<file path="src/rtl/nor_cmd_pkg.sv">
package nor_cmd_pkg;

  typedef enum logic [2:0] {
    E_IDLE   = 3'd0,
    E_WSETUP = 3'd1,
    E_WPULSE = 3'd2,
    E_WHOLD  = 3'd3,
    E_RACC   = 3'd4
  } eng_state_e;

  typedef enum logic [1:0] {
    C_IDLE = 2'd0,
    C_RUN  = 2'd1,
    C_RESP = 2'd2
  } ctl_state_e;

  localparam int UNLOCK_ADDR_A = 'hAAA;
  localparam int UNLOCK_ADDR_B = 'h555;
  localparam int UNLOCK_BYTE_A = 'hAA;
  localparam int UNLOCK_BYTE_B = 'h55;
  localparam int ARRAY_RET_ADDR = 'h000;
  localparam int ARRAY_RET_BYTE = 'hF0;
  localparam int CMD_OP_COUNT  = 5;

endpackage

</file>
<file path="src/rtl/nor_op_engine.sv">
module nor_op_engine
  import nor_cmd_pkg::*;
#(
  parameter int ADDR_W     = 22,
  parameter int DATA_W     = 8,
  parameter int SETTLE_CYC = 2,
  parameter int PULSE_CYC  = 2,
  parameter int ACCESS_CYC = 4
) (
  input  logic              clk,
  input  logic              rst_n,
  input  logic              op_start,
  input  logic              op_write,
  input  logic [ADDR_W-1:0] op_addr,
  input  logic [DATA_W-1:0] op_wdata,
  output logic              op_idle,
  output logic              op_done,
  output logic [DATA_W-1:0] op_rdata,
  output logic [ADDR_W-1:0] fl_addr,
  output logic [DATA_W-1:0] fl_dq_o,
  output logic              fl_dq_oe,
  input  logic [DATA_W-1:0] fl_dq_i,
  output logic              fl_oe_n,
  output logic              fl_we_n
);

  localparam int MAX_SP = (SETTLE_CYC > PULSE_CYC) ? SETTLE_CYC : PULSE_CYC;
  localparam int MAXC   = (MAX_SP > ACCESS_CYC) ? MAX_SP : ACCESS_CYC;
  localparam int CNT_W  = $clog2(MAXC + 1);
  localparam logic [CNT_W-1:0] SET_LAST = CNT_W'(SETTLE_CYC - 1);
  localparam logic [CNT_W-1:0] PUL_LAST = CNT_W'(PULSE_CYC - 1);
  localparam logic [CNT_W-1:0] ACC_LAST = CNT_W'(ACCESS_CYC - 1);
  localparam logic [CNT_W-1:0] CNT_SAT  = CNT_W'(MAXC);

  eng_state_e        st;
  logic [CNT_W-1:0]  cnt;
  logic [ADDR_W-1:0] addr_q;
  logic [DATA_W-1:0] data_q;

  always_ff @(posedge clk or negedge rst_n) begin
    if (!rst_n) begin
      st     <= E_IDLE;
      cnt    <= '0;
      addr_q <= '0;
      data_q <= '0;
    end else begin
      case (st)
        E_IDLE: begin
          cnt <= '0;
          if (op_start) begin
            addr_q <= op_addr;
            data_q <= op_wdata;
            st     <= op_write ? E_WSETUP : E_RACC;
          end
        end
        E_WSETUP: begin
          if (cnt == SET_LAST) begin
            cnt <= '0;
            st  <= E_WPULSE;
          end else begin
            cnt <= cnt + 1'b1;
          end
        end
        E_WPULSE: begin
          if (cnt == PUL_LAST) begin
            cnt <= '0;
            st  <= E_WHOLD;
          end else begin
            cnt <= cnt + 1'b1;
          end
        end
        E_WHOLD: begin
          st <= E_IDLE;
        end
        E_RACC: begin
          if (cnt == ACC_LAST) begin
            cnt <= '0;
            st  <= E_IDLE;
          end else begin
            cnt <= cnt + 1'b1;
          end
        end
        default: st <= E_IDLE;
      endcase
    end
  end

  // pin decode straight from registered state
  assign op_idle  = (st == E_IDLE);
  assign fl_addr  = addr_q;
  assign fl_dq_o  = data_q;
  assign fl_dq_oe = (st == E_WSETUP) || (st == E_WPULSE) || (st == E_WHOLD);
  assign fl_we_n  = (st != E_WPULSE);
  assign fl_oe_n  = (st != E_RACC);
  assign op_done  = (st == E_WHOLD) || ((st == E_RACC) && (cnt == ACC_LAST));
  assign op_rdata = fl_dq_i;

  // write-enable high-time tracker for the gap check
  logic [CNT_W-1:0] we_hi_cnt;
  always_ff @(posedge clk or negedge rst_n) begin
    if (!rst_n) begin
      we_hi_cnt <= CNT_SAT;
    end else if (!fl_we_n) begin
      we_hi_cnt <= '0;
    end else if (we_hi_cnt != CNT_SAT) begin
      we_hi_cnt <= we_hi_cnt + 1'b1;
    end
  end

  assert_we_settled_R4: assert property (@(posedge clk) disable iff (!rst_n)
    $fell(fl_we_n) |-> ($stable(fl_addr) && $stable(fl_dq_o) && fl_dq_oe));

  assert_we_rise_hold_R4: assert property (@(posedge clk) disable iff (!rst_n)
    $rose(fl_we_n) |-> ($stable(fl_addr) && $stable(fl_dq_o) && fl_dq_oe));

  assert_we_gap_R6: assert property (@(posedge clk) disable iff (!rst_n)
    $fell(fl_we_n) |-> (we_hi_cnt >= CNT_W'(SETTLE_CYC)));

  assert_bus_excl_R10: assert property (@(posedge clk) disable iff (!rst_n)
    !(fl_dq_oe && !fl_oe_n));

endmodule

</file>
<file path="src/rtl/nor_seq_ctrl.sv">
module nor_seq_ctrl
  import nor_cmd_pkg::*;
#(
  parameter int ADDR_W = 22,
  parameter int DATA_W = 8
) (
  input  logic              clk,
  input  logic              rst_n,
  input  logic              req_valid,
  output logic              req_ready,
  input  logic              req_write,
  input  logic              req_cmd,
  input  logic [ADDR_W-1:0] req_addr,
  input  logic [DATA_W-1:0] req_wdata,
  output logic              resp_valid,
  input  logic              resp_ready,
  output logic [DATA_W-1:0] resp_data,
  output logic              op_start,
  output logic              op_write,
  output logic [ADDR_W-1:0] op_addr,
  output logic [DATA_W-1:0] op_wdata,
  input  logic              op_idle,
  input  logic              op_done,
  input  logic [DATA_W-1:0] op_rdata
);

  localparam int STEP_W = $clog2(CMD_OP_COUNT);
  localparam logic [STEP_W-1:0] CMD_LAST = STEP_W'(CMD_OP_COUNT - 1);

  ctl_state_e        cst;
  logic              issued;
  logic [STEP_W-1:0] step;
  logic              cmd_q;
  logic              wr_q;
  logic [ADDR_W-1:0] addr_q;
  logic [DATA_W-1:0] wdata_q;
  logic [STEP_W-1:0] step_last;

  assign step_last = cmd_q ? CMD_LAST : '0;

  // operation selection for the current step
  always_comb begin
    op_write = wr_q;
    op_addr  = addr_q;
    op_wdata = wdata_q;
    if (cmd_q) begin
      case (step)
        STEP_W'(0): begin
          op_write = 1'b1;
          op_addr  = ADDR_W'(UNLOCK_ADDR_A);
          op_wdata = DATA_W'(UNLOCK_BYTE_A);
        end
        STEP_W'(1): begin
          op_write = 1'b1;
          op_addr  = ADDR_W'(UNLOCK_ADDR_B);
          op_wdata = DATA_W'(UNLOCK_BYTE_B);
        end
        STEP_W'(2): begin
          op_write = 1'b1;
          op_addr  = ADDR_W'(UNLOCK_ADDR_A);
          op_wdata = wdata_q;
        end
        STEP_W'(3): begin
          op_write = 1'b0;
          op_addr  = addr_q;
          op_wdata = wdata_q;
        end
        default: begin
          op_write = 1'b1;
          op_addr  = ADDR_W'(ARRAY_RET_ADDR);
          op_wdata = DATA_W'(ARRAY_RET_BYTE);
        end
      endcase
    end
  end

  assign op_start   = (cst == C_RUN) && !issued && op_idle;
  assign req_ready  = (cst == C_IDLE);
  assign resp_valid = (cst == C_RESP);

  always_ff @(posedge clk or negedge rst_n) begin
    if (!rst_n) begin
      cst       <= C_IDLE;
      issued    <= 1'b0;
      step      <= '0;
      cmd_q     <= 1'b0;
      wr_q      <= 1'b0;
      addr_q    <= '0;
      wdata_q   <= '0;
      resp_data <= '0;
    end else begin
      case (cst)
        C_IDLE: begin
          if (req_valid) begin
            cmd_q   <= req_cmd;
            wr_q    <= req_write && !req_cmd;
            addr_q  <= req_addr;
            wdata_q <= req_wdata;
            step    <= '0;
            issued  <= 1'b0;
            cst     <= C_RUN;
          end
        end
        C_RUN: begin
          if (op_start) begin
            issued <= 1'b1;
          end
          if (op_done) begin
            issued <= 1'b0;
            if (!op_write) begin
              resp_data <= op_rdata;
            end
            if (step == step_last) begin
              cst <= wr_q ? C_IDLE : C_RESP;
            end else begin
              step <= step + 1'b1;
            end
          end
        end
        C_RESP: begin
          if (resp_ready) begin
            cst <= C_IDLE;
          end
        end
        default: cst <= C_IDLE;
      endcase
    end
  end

  assert_resp_hold_R9: assert property (@(posedge clk) disable iff (!rst_n)
    (resp_valid && !resp_ready) |=> (resp_valid && $stable(resp_data)));

  assert_no_accept_busy_R8: assert property (@(posedge clk) disable iff (!rst_n)
    !op_idle |-> !req_ready);

endmodule

</file>
<file path="src/rtl/nor_cmd_seq.sv">
module nor_cmd_seq #(
  parameter int ADDR_W     = 22,
  parameter int DATA_W     = 8,
  parameter int SETTLE_CYC = 2,
  parameter int PULSE_CYC  = 2,
  parameter int ACCESS_CYC = 4
) (
  input  logic              clk,
  input  logic              rst_n,
  input  logic              req_valid,
  output logic              req_ready,
  input  logic              req_write,
  input  logic              req_cmd,
  input  logic [ADDR_W-1:0] req_addr,
  input  logic [DATA_W-1:0] req_wdata,
  output logic              resp_valid,
  input  logic              resp_ready,
  output logic [DATA_W-1:0] resp_data,
  output logic [ADDR_W-1:0] fl_addr,
  output logic [DATA_W-1:0] fl_dq_o,
  output logic              fl_dq_oe,
  input  logic [DATA_W-1:0] fl_dq_i,
  output logic              fl_ce_n,
  output logic              fl_oe_n,
  output logic              fl_we_n,
  output logic              fl_rst_n
);

  logic              op_start;
  logic              op_write;
  logic [ADDR_W-1:0] op_addr;
  logic [DATA_W-1:0] op_wdata;
  logic              op_idle;
  logic              op_done;
  logic [DATA_W-1:0] op_rdata;
  logic              flash_run_q;

  nor_seq_ctrl #(
    .ADDR_W (ADDR_W),
    .DATA_W (DATA_W)
  ) u_ctrl (
    .clk        (clk),
    .rst_n      (rst_n),
    .req_valid  (req_valid),
    .req_ready  (req_ready),
    .req_write  (req_write),
    .req_cmd    (req_cmd),
    .req_addr   (req_addr),
    .req_wdata  (req_wdata),
    .resp_valid (resp_valid),
    .resp_ready (resp_ready),
    .resp_data  (resp_data),
    .op_start   (op_start),
    .op_write   (op_write),
    .op_addr    (op_addr),
    .op_wdata   (op_wdata),
    .op_idle    (op_idle),
    .op_done    (op_done),
    .op_rdata   (op_rdata)
  );

  nor_op_engine #(
    .ADDR_W     (ADDR_W),
    .DATA_W     (DATA_W),
    .SETTLE_CYC (SETTLE_CYC),
    .PULSE_CYC  (PULSE_CYC),
    .ACCESS_CYC (ACCESS_CYC)
  ) u_engine (
    .clk      (clk),
    .rst_n    (rst_n),
    .op_start (op_start),
    .op_write (op_write),
    .op_addr  (op_addr),
    .op_wdata (op_wdata),
    .op_idle  (op_idle),
    .op_done  (op_done),
    .op_rdata (op_rdata),
    .fl_addr  (fl_addr),
    .fl_dq_o  (fl_dq_o),
    .fl_dq_oe (fl_dq_oe),
    .fl_dq_i  (fl_dq_i),
    .fl_oe_n  (fl_oe_n),
    .fl_we_n  (fl_we_n)
  );

  // flash held out of reset once the system has left reset
  always_ff @(posedge clk or negedge rst_n) begin
    if (!rst_n) begin
      flash_run_q <= 1'b0;
    end else begin
      flash_run_q <= 1'b1;
    end
  end

  assign fl_rst_n = flash_run_q;
  assign fl_ce_n  = 1'b0;

endmodule

</file>
<file path="config.mk">
export PLATFORM = sky130hd
export DESIGN_NAME = nor_cmd_seq
export DESIGN_NICKNAME = d
export VERILOG_FILES = /design/src/rtl/nor_cmd_pkg.sv /design/src/rtl/nor_op_engine.sv /design/src/rtl/nor_seq_ctrl.sv /design/src/rtl/nor_cmd_seq.sv
export SDC_FILE = /design/constraint.sdc
export NUM_CORES = 1
export LEC_CHECK = 0
export CORE_UTILIZATION = 47
export CTS_BUF_LIST = sky130_fd_sc_hd__clkbuf_16
export DETAILED_ROUTE_END_ITERATION = 8
export GPL_ROUTABILITY_DRIVEN = 0
export PLACE_DENSITY = 0.75
export SYNTH_ARGS = -nofsm -noshare
export SYNTH_HDL_FRONTEND = slang
export SYNTH_HIERARCHICAL = 1
export SYNTH_SLANG_ARGS = --single-unit
</file>
<file path="constraint.sdc">
create_clock -name clk -period 3.5 [get_ports clk]
set_clock_uncertainty 0.15 [all_clocks]
set_input_delay 0.7 -clock clk [delete_from_list [all_inputs] [get_ports clk]]
set_output_delay 0.7 -clock clk [all_outputs]
set_load 0.05 [all_outputs]
</file>
# == After elaboration in Yosys (flattened, before gate mapping) ==
# Index checks and enable logic that the tools add are counted.
# Widths: inputs -> output; s select.
# totals
latch_bits,0
ram_bits,0
in_bits,44
romBits,0
wordCells,94
regBits,83
memories,0
# classes
n_mux,30
reduce_logical,24
n_shift,0
magnitude_cmp,0
n_div,0
bitwise,1
addsub,2
eq_ne,24
n_mul,0
# op_table
op,n
$pmux 22 s3,1
$mux 3,11
$pmux 8 s3,1
$mux 22,1
$eq 3x2->1 const B,5
$pmux 3 s4,1
$reduce_and 4->1,3
$mux 2,5
$ne 2x2->1 const B,5
$eq 3x1->1 const B,3
$pmux 3 s3,1
$mux 8,1
$ne 2x1->1 const B,4
$add 3x1->3 const B,2
$logic_not 3->1,2
$ne 3x3->1 const B,2
$pmux 2 s3,1
$pmux 3 s2,1
$reduce_and 3->1,2
$reduce_or 2->1,3
$mux 1,5
$logic_and 1x1->1,4
$reduce_and 2->1,2
$eq 3x3->1,1
11 further kinds,14

# == Longest topological paths before layout ==
# Gate-level depths: netlist of the first run.
# depth
ltp_word,6
mapped_depth,10
mapped_depth_nobuf,7

# == Modules after synthesis ==
# Netlist of the first run, hierarchy kept.
# by_module_without_submodules
mod,area_each_um2,cells_each,n_inst,seq_area_each_um2
nor_seq_ctrl,2279.7,203,1,1151.1
nor_op_engine,1624.1,121,1,900.9
nor_cmd_seq,40.0,4,1,25.0

# == Worst setup path after synthesis of the first run ==
# No wires, ideal clock.
# synth_path
path_kind,register -> register
from,register u_engine.st[2]
to,register u_ctrl.resp_data[0]
setup_slack_ns,0.997
stages_incl_launch_ff,7
arrival_ns,2.229
required_time_ns,3.225
synth_period_minus_slack_ns,2.503
path_cell_list,dfrtp_1 clkbuf_1 nand2_1 o22ai_1 nand3b_2 nor3_4 mux2_2
# synth_via
elab_chain_cells,4
word_cells_on_any_way,5
cone_classes,2 x eq/ne; 3 x reduce/logical
# synth_rtl
element,line_no,text
from (decl),nor_op_engine.sv:35,eng_state_e st;
from (signal assigned),nor_op_engine.sv:53,st <= op_write ? E_WSETUP : E_RACC;
$eq 3x3->1,nor_op_engine.sv:95,assign op_done = (st == E_WHOLD) || ((st == E_RACC) && (cnt == ACC_LAST));
$logic_and 1x1->1,nor_op_engine.sv:95,
$logic_or 1x1->1 *,nor_op_engine.sv:95,
via op_done,nor_cmd_seq.sv:34,logic op_done;
$reduce_and 3->1 (no source line) *,-,
to (signal assigned),nor_seq_ctrl.sv:111,resp_data <= op_rdata;
to (decl),nor_seq_ctrl.sv:17,"output logic [DATA_W-1:0] resp_data,"
# Mark *: on every way through the listed nets, which the timed path passes. The rest lies on a longest branch.
# A chain may end at the register's enable or synchronous reset.

# == Worst setup path after layout of the first run ==
# layout_path
from,register u_engine.st[2]
to,output fl_we_n
# layout_via
elab_chain_cells,1
# layout_rtl
element,line_no,text
$ne 3x2->1,nor_op_engine.sv:93,assign fl_we_n = (st != E_WPULSE);
to (decl),nor_cmd_seq.sv:25,"output logic fl_we_n,"
# No other way between the ends.

==> reports/summary.log, run 1 <==
INFO  run_status     run_status=completed
INFO  worst_setup_path critPathMaxStageDelay=0.80ns
INFO  worst_setup_path cp.buffers_inverters=1
INFO  route          vias_after_detailed_routing=2,650
INFO  placed_design  dp_cells=496
INFO  floorplanning  core-area=8180um^2
INFO  route          remaining_drc_errors=0
INFO  clocking       post_cts_resize_count=0
INFO  global_route   initial_antenna_violation_count=0
INFO  logic_synthesis mappedNetlistNets=381
INFO  sta            final_number_of_max_transition_violations=0
INFO  global_route   global_route.usage.met1=0.256
INFO  worst_hold_path hp-start=u_ctrl/addr_q[18]
INFO  route          routed_via_density=5.18
INFO  finish         layout-drive-gt1-share=0.209
INFO  floorplanning  floorplan.die.height=93.6um
INFO  global_route   grt_use_met2=0.301
INFO  placed_design  place.port_buffers=87
INFO  logic_synthesis synthesis.area=3940um^2
INFO  sta            max_freq=358MHz
INFO  floorplanning  die_area=8760um^2
INFO  global_route   gr-max-usage-layer=met2
INFO  sta            timing.final.crit_share=0.797
INFO  placed_design  detailed_place_hpwl=5.27mm
INFO  power_and_ir_drop irDropWorstVdd=0.502mV
INFO  logic_synthesis synth-async-reset-ratio=1.00
INFO  worst_hold_path hold_path_class=reg2reg
INFO  clocking       cts_setup_buffers=0
INFO  route          detail-route-antenna-nets=0
INFO  global_route   grt_overflow_total=0
INFO  floorplanning  start_util=0.482
INFO  clocking       cts_tree=built
INFO  sta            setup_viol_count_final=0
INFO  logic_synthesis average_footprint_of_a_synthesized_cell=12.0um^2
INFO  finish         final.fill_count=677
INFO  clocking       cts_max_path_bufs=2
INFO  sta            worst_pin_slew=1.01ns
INFO  worst_setup_path timing.critical_path.slowest_stage_cell=clkdlybuf4s50_1
INFO  worst_setup_path worst_path_required_time=2.65ns
INFO  clocking       ctsHoldBuffers=0
INFO  logic_synthesis yosysSeqAreaShare=0.527
INFO  global_route   grt_util_all_layers=0.192
INFO  global_route   grt_first_pass_wirelength=12.9mm
INFO  logic_synthesis synth_cell_types=48
INFO  floorplanning  rows=33
INFO  worst_setup_path critPathLaunch=u_engine/st[2]
INFO  clocking       cts_inserted_buffers=9
INFO  worst_setup_path cp-start-kind=register
INFO  global_route   grt_max_degree=84
INFO  finish         antennaDiodeCount=0
INFO  finish         areaGrowthSynthToFinish=28.4%
INFO  power_and_ir_drop power_density=981nW/um^2
INFO  logic_synthesis number_of_flops_mapped_to_enable_cells_by_yosys=0
INFO  flow_run       maxCapViolations=0
INFO  worst_setup_path timing_worst_setup_path_type=reg2out
INFO  sta            finalWorstPathRequiredPeriod=2.79ns
INFO  logic_synthesis yosysWarningCount=6
INFO  worst_setup_path crit_arrival=1.94ns
INFO  route          finalWirelength=7.78mm
INFO  power_and_ir_drop cellLeakagePower=0.00222uW
INFO  finish         finalNonFillerCells=512
INFO  finish         layout.nets=455
INFO  sta            slew_headroom=0.324
INFO  floorplanning  floorplan.die.width=93.6um
INFO  clocking       clock_latency=0.33ns
INFO  worst_setup_path critPathMaxFanout=14
INFO  route          route.detailed.wl_per_inst=15.2um
INFO  clocking       clock-sinks=83
INFO  finish         multi_input_area=1630um^2
INFO  sta            setup_repair_after_global_routing_missed_its_margin=no
INFO  clocking       clkSlewWorstSetupHoldPaths=0.07ns
INFO  worst_setup_path path_delay_family=buffers and inverters
INFO  route          drt-pass1-iter-count=4
INFO  global_route   global_route.usage.met3=0.0447
INFO  logic_synthesis synthCells=328
INFO  worst_setup_path type_of_destination_of_the_critical_path=primary output
INFO  sta            fin_tns_setup=0ns
INFO  worst_setup_path cp_cell_sequence=nor2_1 -> nand2_1 -> clkdlybuf4s50_1
INFO  logic_synthesis ys_seq_elements=83
INFO  global_route   grt_pass1_vias=2,683
INFO  floorplanning  ios=89
INFO  route          drtIter0Drc=138
INFO  finish         register_area=2080um^2
INFO  worst_setup_path r2r_start=u_engine/st[0]
INFO  clocking       cts.root.buffer_cell=clkbuf_16
INFO  logic_synthesis yosys_most_used_dff=dfrtp_1
INFO  clocking       htreeDepth=3
INFO  sta            hold_viol_final=0
==> worst register-to-register path, stage by stage (launching register included) <==
cell      delay, ns
dfrtp_1        0.48
or2_1          0.37
nor2_1         0.16
nor4bb_1       0.46
nor3b_4        0.26
buf_4          0.40
mux2_2         0.41
==> sequential cells by signal, indices dropped and copies added (netlist names) <==
name / flops
u_ctrl/step: 3
u_ctrl/addr_q: 22
u_engine/cnt: 3
u_ctrl/resp_data: 8
fl_rst_n: 1
u_ctrl/issued: 1
u_engine/fl_addr: 22
u_ctrl/cst: 2
u_engine/st: 3
u_ctrl/cmd_q: 1
u_engine/fl_dq_o: 8
u_ctrl/wdata_q: 8
u_ctrl/wr_q: 1
==> cell type report <==
| type | instances | share of cell area |
|---|---|---|
| multi-input cells | 202 | 0.321 |
| well taps | 105 | 0.0259 |
| flip-flops and latches | 83 | 0.410 |
| clock inverters | 7 | 0.0106 |
| repair buffers | 90 | 0.176 |
| inverters | 16 | 0.0119 |
| clock buffers | 9 | 0.0445 |
==> cells in the final DEF (no fill, tap or decap), types with 2 or more instances in the layout <==
cell type,n
a21o_1,8
a21oi_1,5
a22oi_1,3
a32o_1,2
and2_1,10
buf_4,4
clkbuf_16,9
clkdlybuf4s50_1,86
clkinvlp_4,4
conb_1,2
dfrtp_1,83
ha_1,9
inv_1,17
mux2_1,5
mux2_2,60
nand2_1,26
nand2b_1,4
nand3b_1,2
nor2_1,11
nor2b_1,5
o211ai_1,2
o21ai_0,18
o221ai_1,2
o2bb2ai_1,2
xnor2_1,2
==> power by group <==
| part | internal, uW | switching, uW | total [uW] |
|---|---|---|---|
| combinational | 1020 | 1400 | 2420 |
| sequential | 1380 | 296 | 1680 |
| clock | 483 | 389 | 873 |
| total | 2890 | 2080 | 4970 |
==> routing by layer <==
layer | wire length, um | vias to the layer above
met5 | 0 | -
met2 | 3730 | 56
met1 | 3560 | 1311
met3 | 341 | 13
li1 | - | 1270
met4 | 144 | 0
==> cells in the mapped netlist (2+ instances only) <==
cell type,count,area share
o21ai_0,18,0.023
nor2_1,11,0.010
xnor2_1,2,0.0044
dfrtp_1,83,0.53
conb_1,2,0.0019
nand3b_1,2,0.0038
o2bb2ai_1,2,0.0044
clkbuf_1,3,0.0029
buf_4,12,0.023
a22oi_1,3,0.0057
inv_1,16,0.015
o221ai_1,2,0.0044
a32o_1,2,0.0051
mux2_2,60,0.17
nor3b_1,2,0.0038
a21o_1,8,0.015
ha_1,9,0.029
mux2_1,5,0.014
nor2b_1,5,0.0079
nand2b_1,4,0.0063
o211ai_1,2,0.0038
a21oi_1,5,0.0063
buf_2,8,0.010
nand2_1,26,0.025
and2_1,10,0.016
buf_6,4,0.011
==> cells by family after synthesis <==
logic type,after synthesis,share of synthesized area
buffers and inverters,43,0.0625
other,2,0.00190
AOI/OAI and AO/OA,50,0.0838
DFF,83,0.527
muxes,65,0.186
and+or+nand+nor,74,0.107
adders and majority gates,9,0.0286
xor gates and xnor gates,2,0.00444
==> worst paths after layout <==
check                                       to  depth (start not counted)  slack [ns]
min in group asynchronous    u_ctrl/addr_q[14]                          1        0.38
setup reg to reg           u_engine/fl_addr[1]                          6        0.72
setup / recovery                       fl_we_n                          3        0.71
max in group asynchronous  u_engine/fl_dq_o[5]                          1        2.16
hold reg to reg              u_ctrl/addr_q[18]                          1        0.35
hold / removal               u_ctrl/addr_q[18]                          1        0.35
==> through the flow <==
step / setup WS, ns / instance area [um^2] / hold WS (ns) / util / power [uW]
global placement: 0.881 / 4780 / 0.320 / 0.585 / 4030
detailed placement: 0.737 / 4780 / 0.337 / 0.585 / 4120
global route: 0.574 / 5060 / 0.360 / 0.619 / 5270
finish: 0.709 / 5060 / 0.347 / 0.619 / 4970
CTS: 0.698 / 5060 / 0.352 / 0.619 / 5020
floorplan: 0.997 / 3940 / 0.254 / - / 3420
Note: power is estimated with default switching activity, not from simulation.
==> inputs of run 2 (changes only) <==
--- a/config.mk
+++ b/config.mk
@@ -5,11 +5,11 @@
 export SDC_FILE = /design/constraint.sdc
 export NUM_CORES = 1
 export LEC_CHECK = 0
-export CORE_UTILIZATION = 47
+export CORE_UTILIZATION = 45
 export CTS_BUF_LIST = sky130_fd_sc_hd__clkbuf_16
 export DETAILED_ROUTE_END_ITERATION = 8
 export GPL_ROUTABILITY_DRIVEN = 0
-export PLACE_DENSITY = 0.75
+export PLACE_DENSITY = 0.76
 export SYNTH_ARGS = -nofsm -noshare
 export SYNTH_HDL_FRONTEND = slang
 export SYNTH_HIERARCHICAL = 1
==> constraint.sdc (replaced) <==
create_clock -name clk -period 2.5 [get_ports clk]
set_clock_uncertainty 0.15 [all_clocks]
set_input_delay 0.5 -clock clk [delete_from_list [all_inputs] [get_ports clk]]
set_output_delay 0.5 -clock clk [all_outputs]
set_load 0.05 [all_outputs]
==> run 2 against run 1 <==
  * Sequential share of layout area fell by 0.89 points
  * Non-clock buffer count rose by 10
  * First-iteration DRC count rose by 30%
  * Sequential cell count did not move
  * Hold slack got worse by 0.013 ns
  * Cell count rose by 2.0%
  * Power rose by 41%
  * Critical endpoint is now req_ready
==> reports/summary.log, run 2 (synthesis gave the netlist of run 1 again) <==
INFO  route          route.detailed.wl_per_inst=15.1um [-0.74%]
INFO  worst_setup_path cp-start-kind=register
INFO  worst_setup_path timing.reg2reg.worst_path_depth=7 [+1]
INFO  placed_design  place.port_buffers=87 [unchanged]
INFO  worst_hold_path cell_count_of_the_worst_hold_path=1 [unchanged]
INFO  run_status     run_status=completed
INFO  global_route   grt_overflow_total=0 [unchanged]
INFO  sta            setup_repair_after_global_routing_missed_its_margin=no
INFO  floorplanning  rows=33 [unchanged]
INFO  floorplanning  ios=89 [unchanged]
INFO  clocking       clock_latency=0.32ns [about the same]
INFO  finish         antennaDiodeCount=0 [unchanged]
INFO  clocking       post_cts_resize_count=0 [unchanged]
INFO  clocking       cts.root.buffer_cell=clkbuf_16
INFO  sta            final_number_of_max_transition_violations=0 [unchanged]
INFO  clocking       cts_inserted_buffers=9 [unchanged]
INFO  route          drtIter0Drc=179 [+30%]
INFO  floorplanning  die_area=9140um^2 [+4.4%]
INFO  sta            slew_headroom=0.639 [+0.315]
INFO  placed_design  area_post_placement=4870um^2 [+1.9%]
INFO  global_route   grt_max_degree=40 [-52%]
INFO  finish         most_frequent_standard_cell_in_the_layout_excluding_fill_and_tap_cells=dfrtp_1
INFO  worst_setup_path critPathMaxFanout=11 [-3]
INFO  sta            hold_viol_final=0 [unchanged]
INFO  route          remaining_drc_errors=0 [unchanged]
INFO  worst_setup_path ff2ff_setup_slack=0.14ns [-0.58 ns]
INFO  global_route   initial_antenna_violation_count=0 [unchanged]
INFO  finish         most-common-layout-cells=83 x dfrtp_1, 82 x clkdlybuf4s50_1, 60 x mux2_2
INFO  sta            finalWorstPathRequiredPeriod=2.40ns
INFO  placed_design  dp_cells=504 [+1.6%]
INFO  global_route   grt_util_all_layers=0.187 [-0.00565]
INFO  worst_setup_path crit_arrival=1.75ns [-0.19 ns]
INFO  route          detail-route-antenna-nets=0 [unchanged]
INFO  placed_design  detailed_place_hpwl=5.61mm [+6.5%]
INFO  global_route   grt_first_pass_wirelength=12.9mm [-0.26%]
INFO  power_and_ir_drop cellLeakagePower=0.00230uW [+3.3%]
INFO  floorplanning  core-area=8340um^2 [+2.0%]
INFO  route          routed_via_density=5.24 [+1.2%]
INFO  route          drt-pass1-iter-count=4 [unchanged]
INFO  sta            fin_tns_setup=0ns [unchanged]
INFO  floorplanning  floorplan.die.height=95.6um [+2.2%]
INFO  global_route   grt_pass1_vias=2,693 [+0.37%]
INFO  finish         finalNonFillerCells=522 [+2.0%]
INFO  route          finalWirelength=7.87mm [+1.2%]
INFO  finish         layout.nets=465 [+2.2%]
INFO  worst_setup_path worst_path_required_time=1.85ns [-0.80 ns]
INFO  clocking       clkSlewWorstSetupHoldPaths=0.06ns [about the same]
INFO  worst_setup_path type_of_destination_of_the_critical_path=primary output
INFO  sta            worst_pin_slew=0.540ns [-0.474 ns]
INFO  finish         areaGrowthSynthToFinish=31.2%
INFO  power_and_ir_drop irDropWorstVdd=0.707mV [+41%]
INFO  flow_run       maxCapViolations=0 [unchanged]
INFO  route          vias_after_detailed_routing=2,733 [+3.1%]
INFO  worst_setup_path timing_worst_setup_path_type=reg2out
INFO  floorplanning  start_util=0.473 [-0.00955]
INFO  sta            setup_viol_count_final=0 [unchanged]
INFO  worst_hold_path hold_path_class=reg2reg
INFO  finish         finish.instance_area=5180um^2 [+2.2%]
INFO  clocking       clock-sinks=83 [unchanged]
INFO  clocking       cts_tree=built
INFO  sta            max_freq=416MHz
INFO  finish         layout-drive-gt1-share=0.235 [+0.0262]
INFO  clocking       htreeDepth=3 [unchanged]
INFO  floorplanning  floorplan.die.width=95.6um [+2.2%]
INFO  clocking       cts_max_path_bufs=2 [unchanged]
INFO  power_and_ir_drop power_density=1350nW/um^2 [+38%]
INFO  sta            timing.final.crit_share=0.961
[run 2: path summary, 6_finish.rpt]
check	from	end
hold reg to reg	u_engine/fl_addr[8]	u_engine/fl_addr[8]
max in group asynchronous	rst_n	u_ctrl/addr_q[6]
setup / recovery	u_ctrl/cst[0]	req_ready
min in group asynchronous	rst_n	u_engine/fl_addr[18]
hold / removal	u_engine/fl_addr[8]	u_engine/fl_addr[8]
setup reg to reg	u_engine/st[1]	u_engine/fl_addr[15]
[run 2: power by group]
part           switching [uW]  internal (uW)
Sequential                359           1930
Combinational            2030           1500
Clock                     509            668
Total                    2900           4100
[run 2: per-stage QoR]
stage / setup slack [ns] / total power [uW] / utilization / hold slack (ns)
floorplan: 0.104 / 4790 / - / 0.0544
global placement: 0.148 / 5730 / 0.584 / 0.240
detailed placement: 0.0986 / 5860 / 0.584 / 0.240
CTS: 0.0736 / 7080 / 0.618 / 0.337
global route: 0.00798 / 7450 / 0.621 / 0.366
finish: 0.0967 / 7010 / 0.621 / 0.334
[run 2: timing repair]
item | in CTS | in global routing
setup endpoints to repair | 0 | 8
buffers inserted | 0 | 1
hold buffers | 1 | 0
hold endpoints to repair | 16 | 0
[run 2: final cells by class]
class                           instances  area (um^2)
Inverter                               16         60.1
Clock inverter                          7         46.3
Tap cell                              105          131
Multi-Input combinational cell        202         1630
Clock buffer                            9          225
Fill cell                             688         3160
Timing Repair Buffer                  100         1010
Sequential cell                        83         2080
[run 2: critical path, cell delays in order, from the launching register on]
cell             delay [ns]
dfrtp_1                0.49
nor2_1                 0.13
clkdlybuf4s50_1        0.81
[run 2: layer usage]
layer	part of all wire	global-route usage	vias up
met4	0.010	0.0672	0
met5	0	0	-
li1	-	-	1288
met3	0.039	0.0494	7
met1	0.44	0.242	1381
met2	0.51	0.300	57
==> inputs of run 3 (changes only) <==
--- a/config.mk
+++ b/config.mk
@@ -9,7 +9,7 @@
 export CTS_BUF_LIST = sky130_fd_sc_hd__clkbuf_16
 export DETAILED_ROUTE_END_ITERATION = 8
 export GPL_ROUTABILITY_DRIVEN = 0
-export PLACE_DENSITY = 0.76
+export PLACE_DENSITY = 0.77
 export SYNTH_ARGS = -nofsm -noshare
 export SYNTH_HDL_FRONTEND = slang
 export SYNTH_HIERARCHICAL = 1
==> run 3 against run 2 <==
  * Setup slack improved by 0.013 ns
  * Combinational power about the same
  * Core utilization increased by 0.43 points
==> reports/summary.log, run 3 (synthesis gave the netlist of run 1 again) <==
INFO  run_status     run_status=completed
INFO  power_and_ir_drop power_density=1380nW/um^2 [+1.7%]
INFO  worst_setup_path timing.reg2reg.worst_path_depth=6 [-1]
INFO  power_and_ir_drop irDropWorstVdd=0.735mV [+4.0%]
INFO  sta            setup_repair_after_global_routing_missed_its_margin=no
INFO  finish         layout.nets=464 [-0.22%]
INFO  worst_setup_path critPathMaxFanout=30 [+19]
INFO  worst_setup_path type_of_destination_of_the_critical_path=register
INFO  flow_run       maxCapViolations=0 [unchanged]
INFO  worst_hold_path hp-start=u_engine/fl_addr[8]
INFO  worst_setup_path critPathLaunch=u_engine/st[0]
INFO  worst_setup_path timing.critical_path.slowest_stage_cell=nor4bb_2
INFO  clocking       cts_max_path_bufs=2 [unchanged]
INFO  worst_setup_path timing_worst_setup_path_type=reg2reg
INFO  placed_design  detailed_place_hpwl=5.55mm [-1.1%]
INFO  sta            worst_pin_slew=0.526ns [-0.0141 ns]
INFO  clocking       clkSlewWorstSetupHoldPaths=0.06ns [about the same]
INFO  worst_setup_path r2r_start=u_engine/st[0]
INFO  finish         finalNonFillerCells=521 [-0.19%]
INFO  worst_setup_path crit_arrival=2.46ns [+0.71 ns]
INFO  clocking       cts.root.buffer_cell=clkbuf_16
INFO  finish         areaGrowthSynthToFinish=32.2%
INFO  route          detail-route-antenna-nets=0 [unchanged]
INFO  floorplanning  rows=33 [unchanged]
INFO  route          route.detailed.wl_per_inst=15.5um [+3.0%]
INFO  worst_setup_path critPathMaxStageDelay=0.44ns [-0.37 ns]
INFO  power_and_ir_drop cellLeakagePower=0.00232uW [+0.88%]
INFO  floorplanning  die_area=9140um^2 [unchanged]
INFO  floorplanning  ios=89 [unchanged]
INFO  sta            hold_viol_final=0 [unchanged]
INFO  route          vias_after_detailed_routing=2,691 [-1.5%]
INFO  worst_hold_path hold_path_class=reg2reg
INFO  sta            timing.final.crit_share=0.956 [-0.00507]
INFO  clocking       clock_latency=0.33ns [about the same]
INFO  sta            setup_viol_count_final=0 [unchanged]
INFO  worst_setup_path ff2ff_setup_slack=0.11ns [-0.03 ns]
INFO  sta            holdWs=0.337ns [+0.00288 ns]
INFO  worst_hold_path min_delay_worst_endpoint=u_engine/fl_addr[8]
INFO  global_route   grt_max_degree=55 [+38%]
INFO  worst_hold_path cell_count_of_the_worst_hold_path=1 [unchanged]
INFO  worst_setup_path cp-start-kind=register
INFO  global_route   grt_util_all_layers=0.190 [+0.00386]
INFO  sta            postLayoutSetupSlackWorst=0.109ns [+0.0127 ns]
INFO  finish         final.fill_count=668 [-2.9%]
INFO  clocking       cts_inserted_buffers=9 [unchanged]
INFO  route          drtIter0Drc=132 [-26%]
INFO  sta            final_number_of_max_transition_violations=0 [unchanged]
INFO  finish         layout-drive-gt1-share=0.240 [+0.00537]
INFO  finish         antennaDiodeCount=0 [unchanged]
INFO  finish         most_frequent_standard_cell_in_the_layout_excluding_fill_and_tap_cells=dfrtp_1
INFO  global_route   initial_antenna_violation_count=0 [unchanged]
INFO  route          remaining_drc_errors=0 [unchanged]
INFO  placed_design  pre_cts_slack=0.0911ns [-0.00752 ns]
INFO  worst_setup_path path_delay_family=simple AND/OR/NAND/NOR gates
INFO  power_and_ir_drop report.power.total=7170uW [+2.4%]
INFO  global_route   grt_first_pass_wirelength=13.2mm [+2.1%]
INFO  floorplanning  floorplan.die.height=95.6um [unchanged]
INFO  placed_design  dp_cells=503 [-0.20%]
INFO  sta            finalWorstPathRequiredPeriod=2.39ns [-0.0127 ns]
INFO  floorplanning  core-area=8340um^2 [unchanged]
INFO  route          routed_via_density=5.17 [-1.3%]
INFO  sta            fin_tns_setup=0ns [unchanged]
INFO  route          drt-pass1-iter-count=4 [unchanged]
INFO  sta            slew_headroom=0.648 [+0.00945]
INFO  sta            max_freq=418MHz [+0.53%]
INFO  worst_setup_path cp_cell_sequence=or2_1 -> nor2_1 -> nor4bb_2 -> nor3b_4 -> buf_12 -> mux2_2
INFO  placed_design  place.port_buffers=87 [unchanged]
INFO  worst_setup_path worst_path_required_time=2.57ns [+0.72 ns]
INFO  finish         multi_input_area=1640um^2 [+0.77%]
INFO  global_route   grt_pass1_vias=2,747 [+2.0%]
INFO  finish         register_area=2080um^2 [unchanged]
INFO  clocking       clock-sinks=83 [unchanged]
INFO  global_route   grt_overflow_total=0 [unchanged]
INFO  clocking       htreeDepth=3 [unchanged]
INFO  route          finalWirelength=8.10mm [+2.8%]
INFO  worst_setup_path worstReg2RegEnd=u_engine/fl_addr[5]
INFO  worst_setup_path cp.buffers_inverters=1 [unchanged]
INFO  floorplanning  floorplan.die.width=95.6um [unchanged]
INFO  floorplanning  start_util=0.473 [unchanged]
INFO  clocking       cts_tree=built
INFO  finish         most-common-layout-cells=83 x dfrtp_1, 81 x clkdlybuf4s50_1, 60 x mux2_2
## run 3: how the worst max path moves through the flow
stage | depth (start not counted) | slack (ns) | to
after floorplan | 8 | 0.10 | u_engine/fl_addr[0]
after global placement | 7 | 0.11 | u_ctrl/resp_data[3]
after detailed placement | 7 | 0.09 | u_ctrl/resp_data[7]
after CTS | 2 | 0.04 | req_ready
after global routing | 6 | 0.02 | u_engine/fl_addr[9]
final | 6 | 0.11 | u_engine/fl_addr[5]
## run 3: worst register-to-register path: cells and delay by family, from the launching register on
kind	cells	cell delay, ns
buffers and inverters	1	0.24
DFF	1	0.37
muxes	1	0.38
and+or+nand+nor	4	1.16
## run 3: what timing repair did
action / 4_1_cts / 5_1_grt
endpoints found under the setup margin: 0 / 18
endpoints found under the hold margin: 29 / 0
hold buffers: 1 / 0
setup buffers: 0 / 1
resized for setup: 0 / 3
## run 3: stage by stage
stage	utilization	cell area (um^2)
global route	0.625	5210
global placement	0.584	4870
detailed placement	0.584	4870
floorplan	-	3950
finish	0.625	5210
CTS	0.621	5180
## run 3: cell type report
| type | count | area share |
|---|---|---|
| clock inverters | 7 | 0.0144 |
| multi-input cells | 202 | 0.315 |
| repair buffers | 99 | 0.193 |
| well taps | 105 | 0.0252 |
| inverters | 16 | 0.0115 |
| flip-flops and latches | 83 | 0.398 |
| clock buffers | 9 | 0.0432 |
## run 3: report_power, final
part	switching (uW)	internal [uW]	total (uW)	leakage, uW
logic	2020	1510	3530	0.00115
clock network	539	778	1320	0.000140
registers	388	1930	2320	0.00103
## run 3: metal layers
metal	share of wire	track usage	vias to the layer above
met2	0.51	0.310	55
met5	0	0	-
li1	-	-	1289
met1	0.44	0.248	1341
met4	0.011	0.0659	0
met3	0.037	0.0463	6
